**src/rtl/wst_pkg.sv**
```systemverilog
package wst_pkg;
  typedef struct packed {
    logic       en;
    logic       wdt_mode;
    logic       rst_kind;
    logic       wovf;
    logic       iovf;
    logic [2:0] cks;
  } csr_t;

  typedef enum logic [1:0] {
    ST_IDLE   = 2'd0,
    ST_SETTLE = 2'd1,
    ST_HALT   = 2'd2
  } settle_e;
endpackage

```
**src/rtl/wst_prescaler.sv**
```systemverilog
module wst_prescaler #(
  parameter int PRE_BASE = 5,
  parameter int SEL_W    = 3
) (
  input  logic             clk,
  input  logic             rst_n,
  input  logic             run,
  input  logic [SEL_W-1:0] sel,
  output logic             tick
);
  localparam int NSEL = 1 << SEL_W;
  localparam int PW   = PRE_BASE + NSEL - 1;

  logic [PW-1:0]   presc_q, presc_d;
  logic [NSEL-1:0] tick_vec;

  always_comb begin
    presc_d = presc_q;
    if (!run) presc_d = '0;
    else      presc_d = presc_q + 1'b1;
  end

  always_ff @(posedge clk or negedge rst_n) begin
    if (!rst_n) presc_q <= '0;
    else        presc_q <= presc_d;
  end

  for (genvar g = 0; g < NSEL; g++) begin : g_tap
    assign tick_vec[g] = &presc_q[PRE_BASE+g-1:0];
  end

  assign tick = run && tick_vec[sel];

  AST_TICK_NEEDS_RUN: assert property (@(posedge clk) disable iff (!rst_n)
    tick |-> $past(run));
endmodule

```
**src/rtl/wst_ctrl.sv**
```systemverilog
module wst_ctrl import wst_pkg::*; #(
  parameter logic [7:0] KEY_CSR = 8'hA5,
  parameter logic [7:0] KEY_CNT = 8'h5A
) (
  input  logic        clk,
  input  logic        rst_n,
  input  logic        bus_wr,
  input  logic        bus_addr,
  input  logic [15:0] bus_wdata,
  input  logic        ovf_evt,
  output csr_t        csr,
  output logic        cnt_wr,
  output logic [7:0]  cnt_wdata,
  output logic        irq,
  output logic        wdt_rst
);
  csr_t csr_q, csr_d;
  logic irq_q, irq_d, rst_q, rst_d;
  logic csr_wr;
  csr_t wr_val;

  assign csr_wr    = bus_wr && !bus_addr && (bus_wdata[15:8] == KEY_CSR);
  assign cnt_wr    = bus_wr &&  bus_addr && (bus_wdata[15:8] == KEY_CNT);
  assign cnt_wdata = bus_wdata[7:0];
  assign wr_val    = csr_t'(bus_wdata[7:0]);

  always_comb begin
    csr_d = csr_q;
    if (csr_wr) begin
      csr_d.en       = wr_val.en;
      csr_d.wdt_mode = wr_val.wdt_mode;
      csr_d.rst_kind = wr_val.rst_kind;
      csr_d.cks      = wr_val.cks;
      csr_d.wovf     = csr_q.wovf & wr_val.wovf;
      csr_d.iovf     = csr_q.iovf & wr_val.iovf;
    end
    if (ovf_evt &&  csr_q.wdt_mode) csr_d.wovf = 1'b1;
    if (ovf_evt && !csr_q.wdt_mode) csr_d.iovf = 1'b1;
    irq_d = ovf_evt && !csr_q.wdt_mode;
    rst_d = ovf_evt &&  csr_q.wdt_mode;
  end

  always_ff @(posedge clk or negedge rst_n) begin
    if (!rst_n) begin
      csr_q <= '0;
      irq_q <= 1'b0;
      rst_q <= 1'b0;
    end else begin
      csr_q <= csr_d;
      irq_q <= irq_d;
      rst_q <= rst_d;
    end
  end

  assign csr     = csr_q;
  assign irq     = irq_q;
  assign wdt_rst = rst_q;

  AST_WOVF_FROM_OVF: assert property (@(posedge clk) disable iff (!rst_n)
    $rose(csr_q.wovf) |-> $past(ovf_evt));
  AST_IOVF_FROM_OVF: assert property (@(posedge clk) disable iff (!rst_n)
    $rose(csr_q.iovf) |-> $past(ovf_evt));
  AST_IRQ_RST_EXCL: assert property (@(posedge clk) disable iff (!rst_n)
    !(irq_q && rst_q));
  AST_IRQ_SINGLE: assert property (@(posedge clk) disable iff (!rst_n)
    irq_q |=> !irq_q);
endmodule

```
**src/rtl/wst_counter.sv**
```systemverilog
module wst_counter import wst_pkg::*; #(
  parameter int CNT_W = 8
) (
  input  logic             clk,
  input  logic             rst_n,
  input  logic             en,
  input  logic             tick,
  input  logic             cnt_wr,
  input  logic [CNT_W-1:0] cnt_wdata,
  input  logic             settle_start,
  output logic [CNT_W-1:0] cnt,
  output logic             run,
  output logic             ovf_evt,
  output logic             restart_req
);
  localparam logic [CNT_W-1:0] CNT_MAX = {CNT_W{1'b1}};

  settle_e          st_q, st_d;
  logic [CNT_W-1:0] cnt_q, cnt_d;
  logic             rs_q, rs_d;
  logic             wrap;

  assign wrap = tick && (cnt_q == CNT_MAX);

  always_comb begin
    st_d  = st_q;
    cnt_d = cnt_q;
    unique case (st_q)
      ST_IDLE:   if (settle_start)     st_d = ST_SETTLE;
      ST_SETTLE: if (!cnt_wr && wrap)  st_d = ST_HALT;
      ST_HALT:   if (cnt_wr)           st_d = ST_IDLE;
      default:                         st_d = ST_IDLE;
    endcase
    if (cnt_wr)    cnt_d = cnt_wdata;
    else if (tick) cnt_d = cnt_q + 1'b1;
    rs_d = wrap && !cnt_wr && (st_q == ST_SETTLE);
  end

  always_ff @(posedge clk or negedge rst_n) begin
    if (!rst_n) begin
      st_q  <= ST_IDLE;
      cnt_q <= '0;
      rs_q  <= 1'b0;
    end else begin
      st_q  <= st_d;
      cnt_q <= cnt_d;
      rs_q  <= rs_d;
    end
  end

  assign run         = ((st_q == ST_IDLE) && en) || (st_q == ST_SETTLE);
  assign ovf_evt     = wrap && !cnt_wr && (st_q == ST_IDLE);
  assign cnt         = cnt_q;
  assign restart_req = rs_q;

  AST_HALT_HOLD: assert property (@(posedge clk) disable iff (!rst_n)
    (st_q == ST_HALT) && !cnt_wr |=> $stable(cnt_q));
  AST_RESTART_AT_ZERO: assert property (@(posedge clk) disable iff (!rst_n)
    rs_q |-> (cnt_q == '0) && (st_q == ST_HALT));
  AST_RESTART_SINGLE: assert property (@(posedge clk) disable iff (!rst_n)
    rs_q |=> !rs_q);
  AST_NO_OVF_IN_SETTLE: assert property (@(posedge clk) disable iff (!rst_n)
    (st_q != ST_IDLE) |-> !ovf_evt);
endmodule

```
**src/rtl/wdt_settle_timer.sv**
```systemverilog
module wdt_settle_timer import wst_pkg::*; #(
  parameter int         PRE_BASE = 5,
  parameter logic [7:0] KEY_CSR  = 8'hA5,
  parameter logic [7:0] KEY_CNT  = 8'h5A
) (
  input  logic        clk,
  input  logic        rst_n,
  input  logic        bus_wr,
  input  logic        bus_addr,
  input  logic [15:0] bus_wdata,
  output logic [7:0]  bus_rdata,
  input  logic        settle_start,
  output logic        restart_req,
  output logic        irq,
  output logic        wdt_rst,
  output logic        wdt_rst_kind
);
  localparam int CNT_W = 8;
  localparam int SEL_W = 3;

  csr_t             csr;
  logic             cnt_wr;
  logic [CNT_W-1:0] cnt_wdata, cnt;
  logic             ovf_evt, run, tick;

  wst_ctrl #(.KEY_CSR(KEY_CSR), .KEY_CNT(KEY_CNT)) u_ctrl (
    .clk       (clk),
    .rst_n     (rst_n),
    .bus_wr    (bus_wr),
    .bus_addr  (bus_addr),
    .bus_wdata (bus_wdata),
    .ovf_evt   (ovf_evt),
    .csr       (csr),
    .cnt_wr    (cnt_wr),
    .cnt_wdata (cnt_wdata),
    .irq       (irq),
    .wdt_rst   (wdt_rst)
  );

  wst_prescaler #(.PRE_BASE(PRE_BASE), .SEL_W(SEL_W)) u_presc (
    .clk   (clk),
    .rst_n (rst_n),
    .run   (run),
    .sel   (csr.cks),
    .tick  (tick)
  );

  wst_counter #(.CNT_W(CNT_W)) u_cnt (
    .clk          (clk),
    .rst_n        (rst_n),
    .en           (csr.en),
    .tick         (tick),
    .cnt_wr       (cnt_wr),
    .cnt_wdata    (cnt_wdata),
    .settle_start (settle_start),
    .cnt          (cnt),
    .run          (run),
    .ovf_evt      (ovf_evt),
    .restart_req  (restart_req)
  );

  assign bus_rdata    = bus_addr ? cnt : csr;
  assign wdt_rst_kind = csr.rst_kind;
endmodule

```
**config.mk**
```make
export PLATFORM = sky130hd
export DESIGN_NAME = wdt_settle_timer
export DESIGN_NICKNAME = d
export VERILOG_FILES = /design/src/rtl/wst_pkg.sv /design/src/rtl/wst_prescaler.sv /design/src/rtl/wst_ctrl.sv /design/src/rtl/wst_counter.sv /design/src/rtl/wdt_settle_timer.sv
export SDC_FILE = /design/constraint.sdc
export NUM_CORES = 1
export LEC_CHECK = 0
export ABC_AREA = 0
export BUFFER_PORTS_ARGS = -buffer_cell sky130_fd_sc_hd__buf_2
export CAP_MARGIN = 10
export CORE_ASPECT_RATIO = 0.5
export CORE_MARGIN = 2
export CORE_UTILIZATION = 40
export DETAILED_ROUTE_END_ITERATION = 7
export GPL_TIMING_DRIVEN = 0
export HOLD_SLACK_MARGIN = 0.05
export MAX_ROUTING_LAYER = met4
export PLACE_DENSITY = 0.68
export SLEW_MARGIN = 5
export SYNTH_ARGS = -nofsm -noshare
export SYNTH_HDL_FRONTEND = slang
export SYNTH_SLANG_ARGS = --single-unit
```
**constraint.sdc**
```tcl
create_clock -name clk -period 6.6 [get_ports clk]
set_clock_uncertainty 0.15 [all_clocks]
set_input_delay 0.33 -clock clk [delete_from_list [all_inputs] [get_ports clk]]
set_output_delay 0.33 -clock clk [all_outputs]
set_load 0.01 [all_outputs]
```
* Word level (Yosys, flattened, before mapping)
Index checks and enable logic that the tools add are counted.
W data, S select, Z words.
** Word-level totals
- Flip-flop bits (word level) :: 33
- Bits in latches :: 0
- Bits in writable memories :: 0
- Memory bits (read-only) :: 0
- Bits of input ports :: 21
- Word-level logic and storage cells :: 67
- Memories kept :: 0
** Cells by class
- Add/subtract/negate cells :: 2
- Multiply operators :: 0
- Div/mod/pow operators :: 0
- $lt $le $gt $ge :: 1
- Equal/unequal tests :: 8
- Shift-type cells :: 0
- Mux-type cells :: 13
- Bitwise gates (word level) :: 2
- Reductions and logical operators :: 29
** Operator list (count)
- $mux W8 :: 3
- $eq A8 B8 Y1 const B :: 2
- $add A12 B1 Y12 const B :: 1
- $logic_and A1 B1 Y1 :: 12
- $mux W12 :: 1
- $reduce_and A12 Y1 :: 1
- $reduce_and A11 Y1 :: 1
- $reduce_and A10 Y1 :: 1
- $reduce_and A9 Y1 :: 1
- $add A8 B1 Y8 const B :: 1
- $eq A8 B7 Y1 const B :: 1
- $reduce_and A8 Y1 :: 1
- $reduce_and A7 Y1 :: 1
- $mux W2 :: 3
- $pmux W2 S3 :: 1
- $reduce_and A6 Y1 :: 1
- $reduce_bool A2 Y1 :: 3
- $mux W5 :: 1
- $reduce_and A5 Y1 :: 1
- $lt A3 B4 Y1 const B :: 1
- $ne A2 B1 Y1 const B :: 2
- $bmux W1 S3 :: 1
- $logic_not A1 Y1 :: 3
- $mux W1 :: 3
- 7 further kinds :: 8

* Longest topological paths before layout
- Depth after elaboration :: 9
- Mapped depth :: 12
- Gate-level depth less buffers :: 11

* Modules after synthesis
A second synthesis with hierarchy kept.
** Second synthesis, totals
- Cell total of the unflattened synthesis :: 173
- Area, all modules :: 1913.1 um2
** By module, submodules not included
- wst_prescaler :: times used 1, cells each 66, area each 704.4 um2
- wst_counter :: times used 1, cells each 62, area each 576.8 um2
- wst_ctrl :: times used 1, cells each 36, area each 500.5 um2
- wdt_settle_timer :: times used 1, cells each 9, area each 131.4 um2

* Worst setup path before layout
OpenSTA, ideal clock, no wires.
- Path type :: register -> register
- Start :: register u_presc.presc_q[0]
- End :: register u_cnt.cnt_q[4], in the netlist u_cnt.cnt[4]
- Setup time :: 0.082 ns
- Data arrival time :: 2.507 ns
- Data required time :: 6.368 ns
- Slack :: 3.861 ns
- Cell stages (with the launch flop) :: 13
- Buffers on the path :: 1
- Clock period less this slack :: 2.739 ns
- Path through :: dfrtp_1 -> ha_1 -> nand3_2 -> inv_1 -> and3_4 -> and3_1 -> ha_1 -> or3b_1 -> a21oi_1 -> a31oi_1 -> buf_6 -> or4_1 -> a31oi_1
** On the way
- Word-level cells in the longest chain between the ends :: 5
** Ends and longest elaborated chain
- start: declaration :: RTL line wst_prescaler.sv:14 : logic [PW-1:0] presc_q, presc_d;
- start signal: assignment :: RTL line wst_prescaler.sv:25 : else presc_q <= presc_d;
- $reduce_and A12 Y1, or another cell as far along :: RTL line wst_prescaler.sv:29 : assign tick_vec[g] = &presc_q[PRE_BASE+g-1:0];
- $bmux W1 S3 * :: RTL line wst_prescaler.sv:32 : assign tick = run && tick_vec[sel];
- $mux W1 (not written as such) * :: RTL line wst_prescaler.sv:32
- $logic_and A1 B1 Y1 * :: RTL line wst_prescaler.sv:32
- $reduce_bool A2 Y1 (no line) *
- end signal: assignment :: RTL line wst_counter.sv:46 : cnt_q <= cnt_d;
- end: declaration :: RTL line wst_counter.sv:19 : logic [CNT_W-1:0] cnt_q, cnt_d;
Mark *: on every way between the ends. The rest lies on a longest branch, timed or not. The select of a mux whose other input is x is not followed.
A chain may end at the register's enable or synchronous reset.

* Final worst setup path
Same ends and word-level chain as after synthesis.

==> impl_results.html <==
<table>
<tr><th>Metric</th><th>Value</th></tr>
<tr><th colspan="2">Timing</th></tr>
<tr><td>Total negative slack</td><td>0 ns</td></tr>
<tr><td>Final critical-path share of the clock period</td><td>46.3%</td></tr>
<tr><td>Post-layout minimum cycle time</td><td>approximately 3 ns</td></tr>
<tr><td>Actual transition at the worst max-transition pin</td><td>around 0.75 ns</td></tr>
<tr><td>Total count of hold-check failures in the final report</td><td>0</td></tr>
<tr><td>Highest clock rate</td><td>between 0.3 and 0.4 GHz</td></tr>
<tr><td>Final count of pins violating max slew</td><td>0</td></tr>
<tr><td>Remaining max-slew budget at the tightest pin</td><td>around half</td></tr>
<tr><td>Total of endpoints with negative setup slack in the final report</td><td>0</td></tr>
<tr><td>RSZ-0062 raised after global routing</td><td>false</td></tr>
<tr><th colspan="2">Power</th></tr>
<tr><td>Post-route total power</td><td>0.643 mW</td></tr>
<tr><td>Switching fraction of total power</td><td>between 30% and 40%</td></tr>
<tr><td>Leak pwr</td><td>between 1 and 1.5 nW</td></tr>
<tr><td>Switching power of the nets</td><td>around 0.22 mW</td></tr>
<tr><td>Power density over cell area</td><td>294 mW/mm2</td></tr>
<tr><td>Internal cell power</td><td>around 0.42 mW</td></tr>
<tr><td>Clock Power Share</td><td>between 20% and 30%</td></tr>
<tr><td>Relative contribution of combinational cells to total power</td><td>28.3%</td></tr>
<tr><td>Worst VDD drop</td><td>0.106 mV</td></tr>
<tr><td>Sequential share of power</td><td>a little under half</td></tr>
<tr><th colspan="2">Clock network</th></tr>
<tr><td>Buffers inserted by post-CTS timing repair</td><td>0</td></tr>
<tr><td>Cts bufs inserted</td><td>5</td></tr>
<tr><td>Cts repair resizes</td><td>0</td></tr>
<tr><td>CTS tree</td><td>done</td></tr>
<tr><td>Hold Buf Count CTS</td><td>1</td></tr>
<tr><td>Clock sink count</td><td>33</td></tr>
<tr><td>Clock latency reported for the late side of the worst-skew pair</td><td>about 0.29 ns</td></tr>
<tr><td>CTS H-Tree Depth</td><td>2</td></tr>
<tr><td>Clock root cell</td><td>sky130_fd_sc_hd__clkbuf_8</td></tr>
<tr><td>CTS clock-pin slew for the worst setup and hold paths</td><td>0.07 ns</td></tr>
<tr><td>Largest buffer count on any clock path</td><td>2</td></tr>
<tr><th colspan="2">Synth</th></tr>
<tr><td>Area share of and/or/nand/nor cells after synthesis</td><td>between 20% and 30%</td></tr>
<tr><td>Prevailing post-synth register cell</td><td>sky130_fd_sc_hd__dfrtp_1</td></tr>
<tr><td>Mean instance size in the synthesized netlist</td><td>10.1 um2</td></tr>
<tr><td>Synthesized-area fraction occupied by ao, oa, aoi and oai cells</td><td>about 14%</td></tr>
<tr><td>Yosys synthesis warning count</td><td>0</td></tr>
<tr><td>Synth Cell Area</td><td>approximately 0.0018 mm2</td></tr>
<tr><td>Multiplexer area fraction after synthesis</td><td>~8%</td></tr>
<tr><td>Largest family of logic cells by synthesized area</td><td>simple AND/OR/NAND/NOR gates</td></tr>
<tr><td>Syn Nets</td><td>208</td></tr>
<tr><td>Xor-xnor portion of the synthesized cell area</td><td>roughly 3.3%</td></tr>
<tr><td>Share of async-settable or async-resettable flops after synthesis</td><td>between 90% and 100%</td></tr>
<tr><td>Synthesized netlist cell count</td><td>183</td></tr>
<tr><td>Adder and majority gate portion of the synthesized area</td><td>around 2.7%</td></tr>
<tr><td>Count of flip-flops with a built-in enable after synthesis</td><td>0</td></tr>
<tr><td>Portion of the post-synthesis area used by sequential elements</td><td>between 40% and 50%</td></tr>
<tr><td>Flops &amp; latches, synth</td><td>33</td></tr>
<tr><td>Unique cell type count in the Yosys netlist</td><td>43</td></tr>
<tr><th colspan="2">Worst setup path</th></tr>
<tr><td>Arrival time reported for the critical path endpoint</td><td>between 3 and 4 ns</td></tr>
<tr><td>Worst-path cell chain</td><td>ha_1, nand3_2, inv_1, and3_4, and3_1, ha_1, or3b_1, a21oi_1, a31oi_1, buf_6, or4_1, a31oi_1</td></tr>
<tr><td>Delay of the slowest critical-path stage</td><td>between 0.4 and 0.5 ns</td></tr>
<tr><td>Critical path required time</td><td>approximately 6.7 ns</td></tr>
<tr><td>Worst Path Max Fanout</td><td>10</td></tr>
<tr><td>Cell at the slowest stage of the critical path</td><td>sky130_fd_sc_hd__dfrtp_1</td></tr>
<tr><td>Startpoint type of the worst setup path</td><td>flop</td></tr>
<tr><td>Endpoint class of the critical path</td><td>flop</td></tr>
<tr><td>Type of the setup path with the least slack</td><td>reg -&gt; reg</td></tr>
<tr><td>Top cell family by delay on the critical path</td><td>simple AND/OR/NAND/NOR gates</td></tr>
<tr><td>Critical path buffers and inverters</td><td>2</td></tr>
<tr><th colspan="2">Floorplanning</th></tr>
<tr><td>DIE AREA</td><td>about 0.0052 mm2</td></tr>
<tr><td># rows</td><td>17</td></tr>
<tr><td>Die H</td><td>approximately 52 um</td></tr>
<tr><td>Core area</td><td>roughly 0.0044 mm2</td></tr>
<tr><td>Initial core utilization</td><td>41.7%</td></tr>
<tr><td>Number of I/O pins</td><td>33</td></tr>
<tr><td>Horizontal extent of the die</td><td>between 100 and 150 um</td></tr>
<tr><th colspan="2">Route</th></tr>
<tr><td>Via count</td><td>~1600</td></tr>
<tr><td>Number of routed nets with antenna violations</td><td>0</td></tr>
<tr><td>Highest layer used for signal routing</td><td>met4</td></tr>
<tr><td>Post-Route M1 WL</td><td>around 2100 um</td></tr>
<tr><td>Starting DRC count in detailed routing</td><td>76</td></tr>
<tr><td>Overall routed net length</td><td>4230 um</td></tr>
<tr><td>Drt first pass iters</td><td>4</td></tr>
<tr><td>Wire length on met2</td><td>about 1900 um</td></tr>
<tr><td>Post-detailed-route wirelength per cell</td><td>between 15 and 20 um</td></tr>
<tr><td>DRC</td><td>0</td></tr>
<tr><td>Detailed-route vias per instance</td><td>about 5.6</td></tr>
<tr><td>Met3 routed wirelength</td><td>153 um</td></tr>
<tr><th colspan="2">Cells and area</th></tr>
<tr><td>Layout area overhead</td><td>18.6%</td></tr>
<tr><td>Final instance area</td><td>0.00219 mm2</td></tr>
<tr><td>Commonest cells after routing, fill and taps aside</td><td>34 x sky130_fd_sc_hd__buf_2, 33 x sky130_fd_sc_hd__dfrtp_1, 20 x sky130_fd_sc_hd__nor2_1</td></tr>
<tr><td>Fraction of layout instances using a drive strength above 1</td><td>approximately 29%</td></tr>
<tr><td>Final Net Count</td><td>248</td></tr>
<tr><td>Most common cell after layout, fill and taps aside</td><td>sky130_fd_sc_hd__buf_2</td></tr>
<tr><td>Antenna diode count</td><td>0</td></tr>
<tr><th colspan="2">Global route</th></tr>
<tr><td>Antenna violations before repair</td><td>0</td></tr>
<tr><td>Overall fraction of global-route tracks in use</td><td>17.7%</td></tr>
<tr><td>Via count of the first global-routing pass</td><td>1497</td></tr>
<tr><td>Wire length of the first global-routing pass</td><td>a little under 7000 um</td></tr>
<tr><td>Remaining global-route overflow</td><td>0</td></tr>
<tr><td>Maximum number of pins on one net before global-route repair</td><td>34</td></tr>
<tr><th colspan="2">Status</th></tr>
<tr><td>Status</td><td>completed</td></tr>
<tr><th colspan="2">Worst hold path</th></tr>
<tr><td>Worst hold path type</td><td>in -&gt; reg</td></tr>
<tr><th colspan="2">Place</th></tr>
<tr><td>Detailed placer's ending HPWL</td><td>approximately 2900 um</td></tr>
<tr><td>Dpl cell area</td><td>0.00208 mm2</td></tr>
<tr><td>Weighted congestion reported at the end of routability-driven placement</td><td>0.847</td></tr>
<tr><td>IO Port Bufs</td><td>32</td></tr>
<tr><th colspan="2">Flow run</th></tr>
<tr><td>Max-cap violation count</td><td>0</td></tr>
</table>
[power by group through the flow]
| stage | clock (mW) | combinational (mW) | sequential, mW |
|---|---|---|---|
| floorplan | 0 | 0.135 | 0.278 |
| global placement | 0 | 0.174 | 0.288 |
| detailed placement | 0 | 0.177 | 0.292 |
| CTS | 0.174 | 0.183 | 0.288 |
| global route | 0.182 | 0.207 | 0.294 |
| finish | 0.170 | 0.182 | 0.290 |
[synthesized netlist by cell type (2+ instances only)]
cell type                  instances  area share [%]
sky130_fd_sc_hd__o31ai_1           4             1.6
sky130_fd_sc_hd__mux2_2           13             7.9
sky130_fd_sc_hd__nor3_1            2            0.54
sky130_fd_sc_hd__nor2b_1           2            0.68
sky130_fd_sc_hd__nand3_2           2             1.1
sky130_fd_sc_hd__xor2_1            2            0.95
sky130_fd_sc_hd__and2_1            3             1.0
sky130_fd_sc_hd__nor4bb_1          3             1.6
sky130_fd_sc_hd__o211ai_1          4             1.6
sky130_fd_sc_hd__o21ai_0           7             1.9
sky130_fd_sc_hd__nor2_1           20             4.1
sky130_fd_sc_hd__buf_2             2            0.54
sky130_fd_sc_hd__ha_1              4             2.7
sky130_fd_sc_hd__a31oi_1           6             2.0
sky130_fd_sc_hd__a21oi_1           7             1.9
sky130_fd_sc_hd__nand4_1           4             1.4
sky130_fd_sc_hd__clkbuf_1          4            0.81
sky130_fd_sc_hd__inv_1             6             1.2
sky130_fd_sc_hd__nand2_1          10             2.0
sky130_fd_sc_hd__nand4b_1          2            0.95
sky130_fd_sc_hd__xnor2_1           5             2.4
sky130_fd_sc_hd__nand3_1           8             2.2
sky130_fd_sc_hd__or4_1             3             1.2
sky130_fd_sc_hd__or3_1             4             1.4
sky130_fd_sc_hd__and4b_1           2             1.1
sky130_fd_sc_hd__and3_1            5             1.7
sky130_fd_sc_hd__dfrtp_1          33              45
[worst register-to-register path, cell delays in order (launching register included)]
cell	delay (ns)
sky130_fd_sc_hd__dfrtp_1	0.41
sky130_fd_sc_hd__ha_1	0.22
sky130_fd_sc_hd__nand3_2	0.14
sky130_fd_sc_hd__inv_1	0.11
sky130_fd_sc_hd__and3_4	0.22
sky130_fd_sc_hd__and3_1	0.16
sky130_fd_sc_hd__ha_1	0.13
sky130_fd_sc_hd__or3b_1	0.35
sky130_fd_sc_hd__a21oi_1	0.18
sky130_fd_sc_hd__a31oi_1	0.12
sky130_fd_sc_hd__buf_6	0.20
sky130_fd_sc_hd__or4_1	0.41
sky130_fd_sc_hd__a31oi_1	0.18
[cell families after synthesis]
kind of cell / after synthesis
buffers and inverters: 13
adders and majority gates: 4
muxes: 13
xor gates and xnor gates: 7
and+or+nand+nor: 76
AOI/OAI and AO/OA: 37
DFF: 33
[path summary, 6_finish.rpt]
path / startpoint / end / slack (ns) / depth (start not counted)
setup / recovery: u_presc.presc_q[0]$_DFF_PN0_ / u_cnt.cnt[4]$_DFFE_PN0P_ / 3.55 / 12
hold / removal: bus_wdata[2] / u_cnt.cnt[2]$_DFFE_PN0P_ / 0.13 / 3
setup reg to reg: u_presc.presc_q[0]$_DFF_PN0_ / u_cnt.cnt[4]$_DFFE_PN0P_ / 3.55 / 12
hold reg to reg: u_cnt.st_q[1]$_DFFE_PN0P_ / u_cnt.st_q[0]$_DFFE_PN0P_ / 0.36 / 1
max in group asynchronous: rst_n / u_cnt.cnt[3]$_DFFE_PN0P_ / 5.33 / 2
min in group asynchronous: rst_n / u_ctrl.csr[5]$_DFFE_PN0P_ / 0.50 / 2
[cell type report]
type / count / area [um2]
timing repair buffer: 33 / 170
clock buffer: 7 / 96.3
tap: 57 / 71.3
inverter: 6 / 22.5
multi-input combinational: 137 / 960
sequential: 33 / 826
fill: 433 / 2240
buffer: 7 / 36.3
clock inverter: 1 / 5.00
[routing by layer]
layer	vias to the layer above	global-route usage [%]
li1	760	-
met1	769	22.7
met2	36	28.3
met3	9	3.63
met4	0	6.62
met5	-	-
[state kept, by name (all words and copies together) (netlist names)]
signal and flops:
u_ctrl.irq 1, u_presc.presc_q 12, u_cnt.st_q 2, u_cnt.cnt 8, u_cnt.restart_req 1, u_ctrl.wdt_rst 1, u_ctrl.csr 8
[per-stage QoR]
step                utilization (%)  setup slack (ns)  hold slack [ns]  std cells
floorplan                         -              3.86           -0.116        183
global placement               46.9              3.63            0.286        272
detailed placement             46.9              3.60            0.299        272
CTS                            49.4              3.55            0.129        281
global route                   49.4              3.33            0.153        281
finish                         49.4              3.55            0.126        281
(Power assumes the default switching activity.)
